`src/rtl/pad_fn_pkg.sv`:
```
package pad_fn_pkg;
    localparam int NPIN   = 8;
    localparam int CODE_W = 5;
    localparam int BUS_W  = 8;
    localparam int NTMR   = 7;
    localparam int NSER   = 6;
    // peripheral input targets: target t is fed by code t+1
    localparam int NTGT   = 3 + NTMR + NSER;

    typedef logic [CODE_W-1:0] code_t;

    localparam code_t C_NONE   = 5'd0;
    localparam code_t C_CMP0   = 5'd1;
    localparam code_t C_ADCCLK = 5'd2;
    localparam code_t C_MON    = 5'd3;
    localparam code_t C_TMR0   = 5'd4;
    localparam code_t C_SER0   = 5'd11;
    localparam code_t C_SCL    = 5'd14;
    localparam code_t C_SDA    = 5'd15;
    localparam code_t C_CMP1   = 5'd17;
    localparam code_t C_SYSCLK = 5'd18;
    localparam code_t C_ANALOG = 5'd31;

    typedef struct packed {
        logic dat;
        logic oe;
        logic od;
        logic ie;
    } pad_ctl_t;

    function automatic code_t reset_code(input int pin);
        case (pin)
            0:       return 5'd13;
            1:       return 5'd15;
            2:       return 5'd14;
            3:       return 5'd16;
            4:       return 5'd12;
            5:       return 5'd11;
            default: return C_NONE;
        endcase
    endfunction

    function automatic logic is_serial(input code_t c);
        return (c >= C_SER0) && (c < C_SER0 + code_t'(NSER));
    endfunction

    function automatic logic is_open_drain(input code_t c);
        return (c == C_SCL) || (c == C_SDA);
    endfunction

    function automatic logic [NTGT-1:0] idle_targets();
        logic [NTGT-1:0] v;
        v = '0;
        v[NTGT-1 -: NSER] = '1;
        return v;
    endfunction
endpackage

```
`src/rtl/pad_fn_regs.sv`:
```
module pad_fn_regs
    import pad_fn_pkg::*;
#(
    parameter int N  = NPIN,
    parameter int AW = $clog2(N)
) (
    input  logic              clk,
    input  logic              rst,
    input  logic              reg_we,
    input  logic [AW-1:0]     reg_addr,
    input  logic [BUS_W-1:0]  reg_wdata,
    output logic [BUS_W-1:0]  reg_rdata,
    output code_t [N-1:0]     codes
);
    code_t [N-1:0] map_q;

    always_ff @(posedge clk) begin
        if (rst) begin
            for (int i = 0; i < N; i++) map_q[i] <= reset_code(i);
        end else if (reg_we && (int'(reg_addr) < N)) begin
            map_q[reg_addr] <= reg_wdata[CODE_W-1:0];
        end
    end

    always_comb begin
        reg_rdata = '0;
        if (int'(reg_addr) < N) reg_rdata[CODE_W-1:0] = map_q[reg_addr];
    end

    assign codes = map_q;

    // a write shows its truncated data after the sampling edge
    p_wr_lands_r2: assert property (@(posedge clk) disable iff (rst)
        (reg_we && (int'(reg_addr) < N)) |=>
            (map_q[$past(reg_addr)] == $past(reg_wdata[CODE_W-1:0])))
        else $error("p_wr_lands_r2");
endmodule

```
`src/rtl/pad_fn_cell.sv`:
```
module pad_fn_cell
    import pad_fn_pkg::*;
(
    input  logic            clk,
    input  logic            rst,
    input  code_t           code,
    input  logic            port_dir,
    input  logic [31:0]     code_dat,
    input  logic [NSER-1:0] ser_oe,
    output pad_ctl_t        ctl
);
    localparam int SW = $clog2(NSER);
    logic [SW-1:0] slot;

    always_comb begin
        slot   = SW'(code - C_SER0);
        ctl.dat = 1'b0;
        ctl.oe  = port_dir;
        ctl.od  = 1'b0;
        ctl.ie  = 1'b1;
        if (code == C_ANALOG) begin
            ctl.oe = 1'b0;
            ctl.ie = 1'b0;
        end else if (is_serial(code)) begin
            if (is_open_drain(code)) begin
                ctl.od = 1'b1;
                ctl.oe = ser_oe[slot] & ~code_dat[code];
            end else begin
                ctl.dat = code_dat[code];
                ctl.oe  = ser_oe[slot];
            end
        end else begin
            ctl.dat = code_dat[code];
        end
    end

    p_analog_iso_r5: assert property (@(posedge clk) disable iff (rst)
        (code == C_ANALOG) |-> (!ctl.oe && !ctl.ie && !ctl.dat))
        else $error("p_analog_iso_r5");

    p_od_low_only_r8: assert property (@(posedge clk) disable iff (rst)
        ctl.od |-> !ctl.dat)
        else $error("p_od_low_only_r8");

    p_unmapped_low_r4: assert property (@(posedge clk) disable iff (rst)
        ((code == C_NONE) || ((code > C_SYSCLK) && (code < C_ANALOG))) |->
            (!ctl.dat && ctl.ie && (ctl.oe == port_dir)))
        else $error("p_unmapped_low_r4");
endmodule

```
`src/rtl/pad_fn_fanin.sv`:
```
module pad_fn_fanin
    import pad_fn_pkg::*;
#(
    parameter int N = NPIN
) (
    input  code_t [N-1:0]     codes,
    input  logic  [N-1:0]     pin_in,
    output logic  [NTGT-1:0]  tgt
);
    localparam int TW = $clog2(NTGT);

    always_comb begin
        tgt = idle_targets();
        // walk downward so the lowest pin is applied last and wins
        for (int i = N - 1; i >= 0; i--) begin
            if ((codes[i] >= code_t'(1)) && (codes[i] <= code_t'(NTGT)))
                tgt[TW'(codes[i] - code_t'(1))] = pin_in[i];
        end
    end
endmodule

```
`src/rtl/pad_fn_xbar.sv`:
```
module pad_fn_xbar
    import pad_fn_pkg::*;
#(
    parameter int N  = NPIN,
    parameter int AW = $clog2(N)
) (
    input  logic              clk,
    input  logic              rst,
    input  logic              reg_we,
    input  logic [AW-1:0]     reg_addr,
    input  logic [BUS_W-1:0]  reg_wdata,
    output logic [BUS_W-1:0]  reg_rdata,
    input  logic [N-1:0]      pin_in,
    input  logic [N-1:0]      port_dir,
    output logic [N-1:0]      pin_out,
    output logic [N-1:0]      pin_oe,
    output logic [N-1:0]      pin_od,
    output logic [N-1:0]      pin_ie,
    input  logic [NTMR-1:0]   tmr_cmp_out,
    output logic [NTMR-1:0]   tmr_cap_in,
    output logic              tmr_clk_in,
    output logic              tmr_hiz_in,
    input  logic [NSER-1:0]   ser_out,
    input  logic [NSER-1:0]   ser_oe,
    output logic [NSER-1:0]   ser_in,
    input  logic              cmp_out0,
    input  logic              cmp_out1,
    input  logic              adc_clk,
    input  logic              sys_clk,
    input  logic              mon_flag,
    output logic              dma_trig
);
    code_t [N-1:0]    codes;
    logic  [31:0]     code_dat;
    logic  [NTGT-1:0] tgt;

    pad_fn_regs #(.N(N), .AW(AW)) u_regs (
        .clk(clk), .rst(rst), .reg_we(reg_we), .reg_addr(reg_addr),
        .reg_wdata(reg_wdata), .reg_rdata(reg_rdata), .codes(codes)
    );

    // output data offered by each code; unused codes offer 0
    always_comb begin
        code_dat = '0;
        code_dat[C_CMP0]             = cmp_out0;
        code_dat[C_ADCCLK]           = adc_clk;
        code_dat[C_MON]              = mon_flag;
        code_dat[C_TMR0 +: NTMR]     = tmr_cmp_out;
        code_dat[C_SER0 +: NSER]     = ser_out;
        code_dat[C_CMP1]             = cmp_out1;
        code_dat[C_SYSCLK]           = sys_clk;
    end

    for (genvar g = 0; g < N; g++) begin : g_pin
        pad_ctl_t ctl;
        pad_fn_cell u_cell (
            .clk(clk), .rst(rst), .code(codes[g]), .port_dir(port_dir[g]),
            .code_dat(code_dat), .ser_oe(ser_oe), .ctl(ctl)
        );
        assign pin_out[g] = ctl.dat;
        assign pin_oe[g]  = ctl.oe;
        assign pin_od[g]  = ctl.od;
        assign pin_ie[g]  = ctl.ie;
    end

    pad_fn_fanin #(.N(N)) u_fanin (.codes(codes), .pin_in(pin_in), .tgt(tgt));

    assign tmr_clk_in = tgt[0];
    assign dma_trig   = tgt[1];
    assign tmr_hiz_in = tgt[2];
    assign tmr_cap_in = tgt[3 +: NTMR];
    assign ser_in     = tgt[3 + NTMR +: NSER];

    // pin 0 beats pin 1 when both name the same input
    p_lowest_wins_r11: assert property (@(posedge clk) disable iff (rst)
        ((codes[0] == codes[1]) && (codes[0] >= code_t'(1)) &&
         (codes[0] <= code_t'(NTGT))) |->
            (tgt[codes[0] - code_t'(1)] == pin_in[0]))
        else $error("p_lowest_wins_r11");
endmodule

```
`config.mk`:
```
export PLATFORM = sky130hd
export DESIGN_NAME = pad_fn_xbar
export DESIGN_NICKNAME = d
export VERILOG_FILES = /design/src/rtl/pad_fn_pkg.sv /design/src/rtl/pad_fn_regs.sv /design/src/rtl/pad_fn_cell.sv /design/src/rtl/pad_fn_fanin.sv /design/src/rtl/pad_fn_xbar.sv
export SDC_FILE = /design/constraint.sdc
export NUM_CORES = 1
export LEC_CHECK = 0
export BUFFER_PORTS_ARGS = -buffer_cell sky130_fd_sc_hd__buf_2
export CAP_MARGIN = 20
export CORE_MARGIN = 10
export CORE_UTILIZATION = 45
export CTS_CLUSTER_SIZE = 20
export DETAILED_ROUTE_END_ITERATION = 6
export PLACE_DENSITY_LB_ADDON = 0.08
export SKIP_CTS_REPAIR_TIMING = 1
export SYNTH_ARGS = -nofsm -noshare
export SYNTH_HDL_FRONTEND = slang
export SYNTH_SLANG_ARGS = --single-unit
```
`constraint.sdc`:
```
create_clock -name clk -period 4.7 [get_ports clk]
set_clock_uncertainty 0.2 [all_clocks]
set_input_delay 0.705 -clock clk [delete_from_list [all_inputs] [get_ports clk]]
set_output_delay 0.705 -clock clk [all_outputs]
set_load 0.02 [all_outputs]
```
# Word-level counts from Yosys, hierarchy flattened
# Index checks and enable logic that the tools add are counted.
# classes
addsub	16
magnitude_cmp	66
n_eq_ne	24
n_mux	140
n_bitwise	19
reduce_logical	33
# ops
op	n
16-bit two-way mux	8
16-bit bitwise mux	7
1-bit two-way mux	88
5-bit by 4-bit == test with 1-bit output (second input constant)	16
5-bit by 6-bit < comparator with 1-bit output (second input constant)	8
1-bit binary-select mux with 5-bit select	8
40-bit bitwise mux	1
5-bit == test (second input constant)	8
5-bit by 1-bit >= comparator with 1-bit output (second input constant)	8
5-bit by 4-bit >= comparator with 1-bit output (second input constant)	8
5-bit less-or-equal comparator (second input constant)	8
4-bit by 5-bit < comparator with 1-bit output (second input constant)	8
5-bit < comparator (second input constant)	8
3-bit by 4-bit < comparator with 1-bit output (second input constant)	9
1-bit demux with 4-bit select	8
4-bit by 1-bit >= comparator with 1-bit output (second input constant)	8
4-bit by 1-bit subtractor with 4-bit output (second input constant)	8
1-bit logical AND	25
1-bit binary-select mux with 3-bit select	8
3-bit by 2-bit subtractor with 3-bit output (second input constant)	8
2-bit two-way mux	8
5-bit binary-select mux with 3-bit select	1
5-bit demux with 3-bit select	1
10-bit bitwise AND	1
7 further kinds	29
# totals
regBits	40
input_bits	54
output_inout_bits	56

# Longest topological paths before layout
# logic_depth
depth_word	22
mapped_depth	11
mapped_depth_nobuf	8

# By module
# From an unflattened synthesis, not the netlist that was laid out.
# unflattened
cells_unflattened	1028
area_unflattened_um2	8364.3
# modules_own_cells
mod	instances	cells_per_inst	area_per_inst_um2
pad_fn_cell	8	58	500.5
pad_fn_fanin	1	365	2406.1
pad_fn_regs	1	198	1950.6
pad_fn_xbar	1	1	3.8

# Worst setup path after synthesis
# OpenSTA, ideal clock, no wires.
# synth_path
path_type	reg2out
start	register u_regs.map_q (netlist bit u_regs.codes[10])
end	output port ser_in[3]
t_arrival_ns	2.896
required_time_ns	3.795
setup_slack_ns	0.899
stages_incl_launch_ff	10
n_path_buf	1
path_cell_list	dfxtp_1 -> buf_1 -> inv_1 -> ha_1 -> nand2b_1 -> nor2_1 -> o31ai_1 -> o22ai_1 -> a211o_1 -> a221o_1
# synth_between
elab_chain_len	11
# synth_rtl
item	line_no	text
start: declaration	pad_fn_regs.sv:15	code_t [N-1:0] map_q;
start signal: indexed assignment	pad_fn_regs.sv:21	map_q[reg_addr] <= reg_wdata[CODE_W-1:0];
4-bit by 1-bit subtractor with 4-bit output	pad_fn_fanin.sv:17	tgt[TW'(codes[i] - code_t'(1))] = pin_in[i];
4-bit by 5-bit < comparator with 1-bit output (not written as such) / 4-bit by 1-bit >= comparator with 1-bit output (equally long branches)	pad_fn_fanin.sv:17	
1-bit logical AND (not written as such)	pad_fn_fanin.sv:17	
1-bit two-way mux (not written as such)	pad_fn_fanin.sv:17	
1-bit demux with 4-bit select	--	
16-bit bitwise mux	pad_fn_fanin.sv:17	
16-bit two-way mux (*)	pad_fn_fanin.sv:16	if ((codes[i] >= code_t'(1)) && (codes[i] <= code_t'(NTGT)))
16-bit bitwise mux	pad_fn_fanin.sv:17	
16-bit two-way mux (*)	pad_fn_fanin.sv:16	
16-bit bitwise mux	pad_fn_fanin.sv:17	
16-bit two-way mux (*)	pad_fn_fanin.sv:16	
end: declaration	pad_fn_xbar.sv:25	output logic [NSER-1:0] ser_in,
# Every way passes the cells marked *; elsewhere a longest branch is shown, timed or not.

# Worst setup path after layout
# layout_path
start	register u_regs.map_q (netlist bit u_regs.codes[10])
end	output port ser_in[4]
# The elaborated chain is that of the path after synthesis.

==> results.txt <==
The number of warning messages in the yosys log came out at 0. In the layout the commonest cells are nor2_1, buf_2, nand2_1, mux2i_1, ha_1. The post-synthesis instance total is 1038. The final antenna diode count is 0. The DRC violations left came out at 0.

For the worst setup path, the data arrival time is 3490 ps. The final number of max-transition violations came to 0. Relative to the synthesized area, the layout overhead comes to 9.32%. Summed over all cells, the static leakage comes to 3.43 nW. The register with the most flip-flops in the layout has 40 of them. The portion of the post-synthesis area used by sequential elements came out at 10.1%. Setup repair after global routing left no endpoint under its margin. The fraction of power spent switching nets came out at 40.4%. The die covers 0.0234 sq mm. The run finished with clean final reports. The area of the placeable core came out at 0.0173 sq mm. The clock transition time at the flip-flop clock pins of the worst setup and hold paths came out at 60 ps. The initial core utilization is 46.0%. The final-layout setup total negative slack is 0 ps. The final hold slack is 439 ps. In the final layout, the registers with the most flip-flops are u_regs.codes: 40 flops. The overall global routing resource usage came out at 25.6%.

The maximum count of clock buffers along a single path came out at 2. The fraction of registers with async set or reset after synthesis is 0%. The clock share of power came out at 28.0%. The clock latency on the worst-skew pair is 290 ps.

The count of final hold-check violations came out at 0. The number of antenna violations at the first check in global routing came out at 0. Once routing completed, OpenROAD measured the worst setup slack at 308 ps. The combinational fraction of design power came out at 43.0%. The die boundary height came out at 153 um. The number of global-route vias before repair is 8103. Detailed placement ended at an HPWL of 24.8 mm.

The total of fill cells in the finished design came out at 1769. The count of clock tree sinks is 40. The detailed-router iteration count before antenna repair came out at 5. The via-per-instance ratio is 6.92. The critical path's slowest cell is mux2i_1. The maximum number of pins on one net before global-route repair is 26. A synthesized cell averages 7.66 sq um.

The fraction of final layout cells sized beyond drive strength 1 is 18.2%. Counting flops and latches in the post-synthesis netlist gives 40. Ranked by flip-flop count, first place goes to u_regs.codes. The path class of the tightest hold or removal check is flop to flop. The total setup violations reported at the end of the flow came out at 0.

The share of total power in sequential cells came out at 29.0%. Global routing finished with a remaining overflow of 0. The cell area power density is 148 mW/mm^2. Leaving out fill and tap cells, the most frequent cell in the layout is nor2_1.

The peak fanout along the critical path is 16. Once layout is complete, the cells apart from fillers number 1308. The share of the clock period used by the worst path after layout came out at 93.4%. The I/O pin count came out at 110. The average wire per cell in the routed design came out at 24.6 um. The minimum period implied by the final worst setup slack came out at 4390 ps. The count of vias placed by the detailed router is 9049. The number of clock buffers inserted by TritonCTS is 5.

Counting tap cells, the placed design contains a total of 1299 instances. The placement row count is 48. The count of distinct cell types in the synthesized netlist is 79. The flip-flop cell with the highest count after synthesis is dfxtp_1. In this run the tightest slew margin relative to its limit is 33.6%.

TritonCTS built the clock tree. The signal on the critical path passes through nor4_1 > mux2i_1 > nand2_1 > o32a_1 > o211a_1 > a221o_1 > buf_2. In this run the remaining antenna-violating nets after routing total 0. STA classifies the critical path endpoint as a primary output. The tree is rooted in a clkbuf_16. Power comes to 1.29 mW. The worst-case IR drop observed on VDD is 0.150 mV. The number of max-capacitance violations reported came out at 0. The net load switching power came out at 0.521 mW. The first-iteration detailed-routing DRC count came out at 973. The peak per-stage delay on the critical path is 740 ps. Wires add up to 32.2 mm. The setup path with the least slack is of type flop to primary output. The upper clock frequency limit came out at 228 MHz.

The first-pass GRT wire length came out at 48.2 mm. The required time of the critical path is 3800 ps. The final layout contains 1185 nets.

The mapped cell area came out at 0.00795 sq mm. During placement, the flow inserted port buffers numbering 103. The startpoint class of the critical path is a flop. In this run, synthesis inferred 0 flip-flops with an integrated enable.

The level count of the clock H-tree came out at 2. The width of the die is 153 um. Timing analysis after detailed placement gives a worst setup slack of 676 ps. At the pin with the least slew margin, the transition time is 989 ps. The cell-internal power came out at 0.768 mW. The final estimated routing congestion in global placement came out at 0.940.
==> per-stage QoR <==
| stage | cell area [sq um] | utilization, % |
|---|---|---|
| floorplan | 7960 | - |
| global placement | 8540 | 49.4 |
| detailed placement | 8540 | 49.4 |
| CTS | 8690 | 50.2 |
| global route | 8690 | 50.3 |
| finish | 8690 | 50.3 |
==> kinds of logic (layout without fill, tap and decap cells) <==
kind of cell / Yosys count / after routing / synth area share (%)
XOR/XNOR: 8 / 8 / 0.881
multiplexers: 117 / 117 / 22.0
buffers and inverters: 137 / 180 / 6.81
other: 1 / 3 / 0.0472
flip-flops: 40 / 40 / 10.1
adder cells (fa/ha/maj): 49 / 49 / 7.71
AND/OR/NAND/NOR: 388 / 388 / 24.3
AO/OA/AOI/OAI: 298 / 298 / 28.1
==> layer usage <==
layer	global-route usage (%)	vias to the layer above	part of all wire [%]
met3	4.66	77	9.8
met4	9.08	0	3.5
met5	0	-	0
met2	38.9	579	43
li1	-	4125	-
met1	35.2	4268	43
==> path summary, 6_finish.rpt <==
check	startpoint	end	slack [ps]	cells after the start
min reg2reg	u_regs.codes[25]$_SDFFE_PP1P_	u_regs.codes[25]$_SDFFE_PP1P_	440	2
min	u_regs.codes[25]$_SDFFE_PP1P_	u_regs.codes[25]$_SDFFE_PP1P_	440	2
max	u_regs.codes[10]$_SDFFE_PP0P_	ser_in[4]	310	7
max reg2reg	u_regs.codes[6]$_SDFFE_PP1P_	u_regs.codes[6]$_SDFFE_PP1P_	3190	2
==> synth_stat cells (7+ instances only) <==
master       n  area share [%]
and3_1      14             1.1
o21a_1       7            0.66
nand3b_1     7            0.66
mux2_2      10             1.4
nand2b_1    14             1.1
o31ai_1      7            0.66
nor3b_1      8            0.76
o32ai_1     10             1.1
inv_1       48             2.3
a41o_1       7            0.88
nand4_1     18             1.4
o22ai_1     21             1.7
o211ai_1    31             2.9
a21oi_1     34             2.1
nor4_1      14             1.1
clkbuf_1    63             3.0
o21ai_0     39             2.5
ha_1        49             7.7
and2_1      16             1.3
o2111ai_1   12             1.3
o32a_1      12             1.5
buf_1       16            0.76
or3_1       15             1.2
mux2i_1     62             7.8
nor3_1      24             1.5
mux4_2      44              12
nor2_1     105             5.0
a31oi_1     15             1.2
xor2_1       8            0.88
nand2_1     84             4.0
a211oi_1    22             2.1
nor2b_1      9            0.71
nand3_1     39             2.5
dfxtp_1     40              10
==> power groups by stage <==
stage | clock network [mW] | registers [mW] | logic, mW
floorplan | 0 | 0.363 | 0.377
global placement | 0 | 0.381 | 0.540
detailed placement | 0 | 0.381 | 0.539
CTS | 0.363 | 0.373 | 0.542
global route | 0.375 | 0.377 | 0.589
finish | 0.361 | 0.374 | 0.554
==> area by class of cell <==
class / instances / area (sq um) / area share, %
clock buffers: 8 / 146 / 1.68
inverters: 49 / 184 / 2.12
multi-input cells: 863 / 6620 / 76.1
flip-flops and latches: 40 / 801 / 9.21
well taps: 225 / 282 / 3.24
repair buffers: 123 / 663 / 7.63
==> critical path, delay by kind of cell (launching register included) <==
| family | cells | cell delay [ps] |
|---|---|---|
| flip-flops | 1 | 530 |
| AO/OA/AOI/OAI | 3 | 850 |
| multiplexers | 1 | 740 |
| buffers and inverters | 1 | 160 |
| AND/OR/NAND/NOR | 2 | 900 |
No activity file was read; power rests on OpenSTA's default activity.
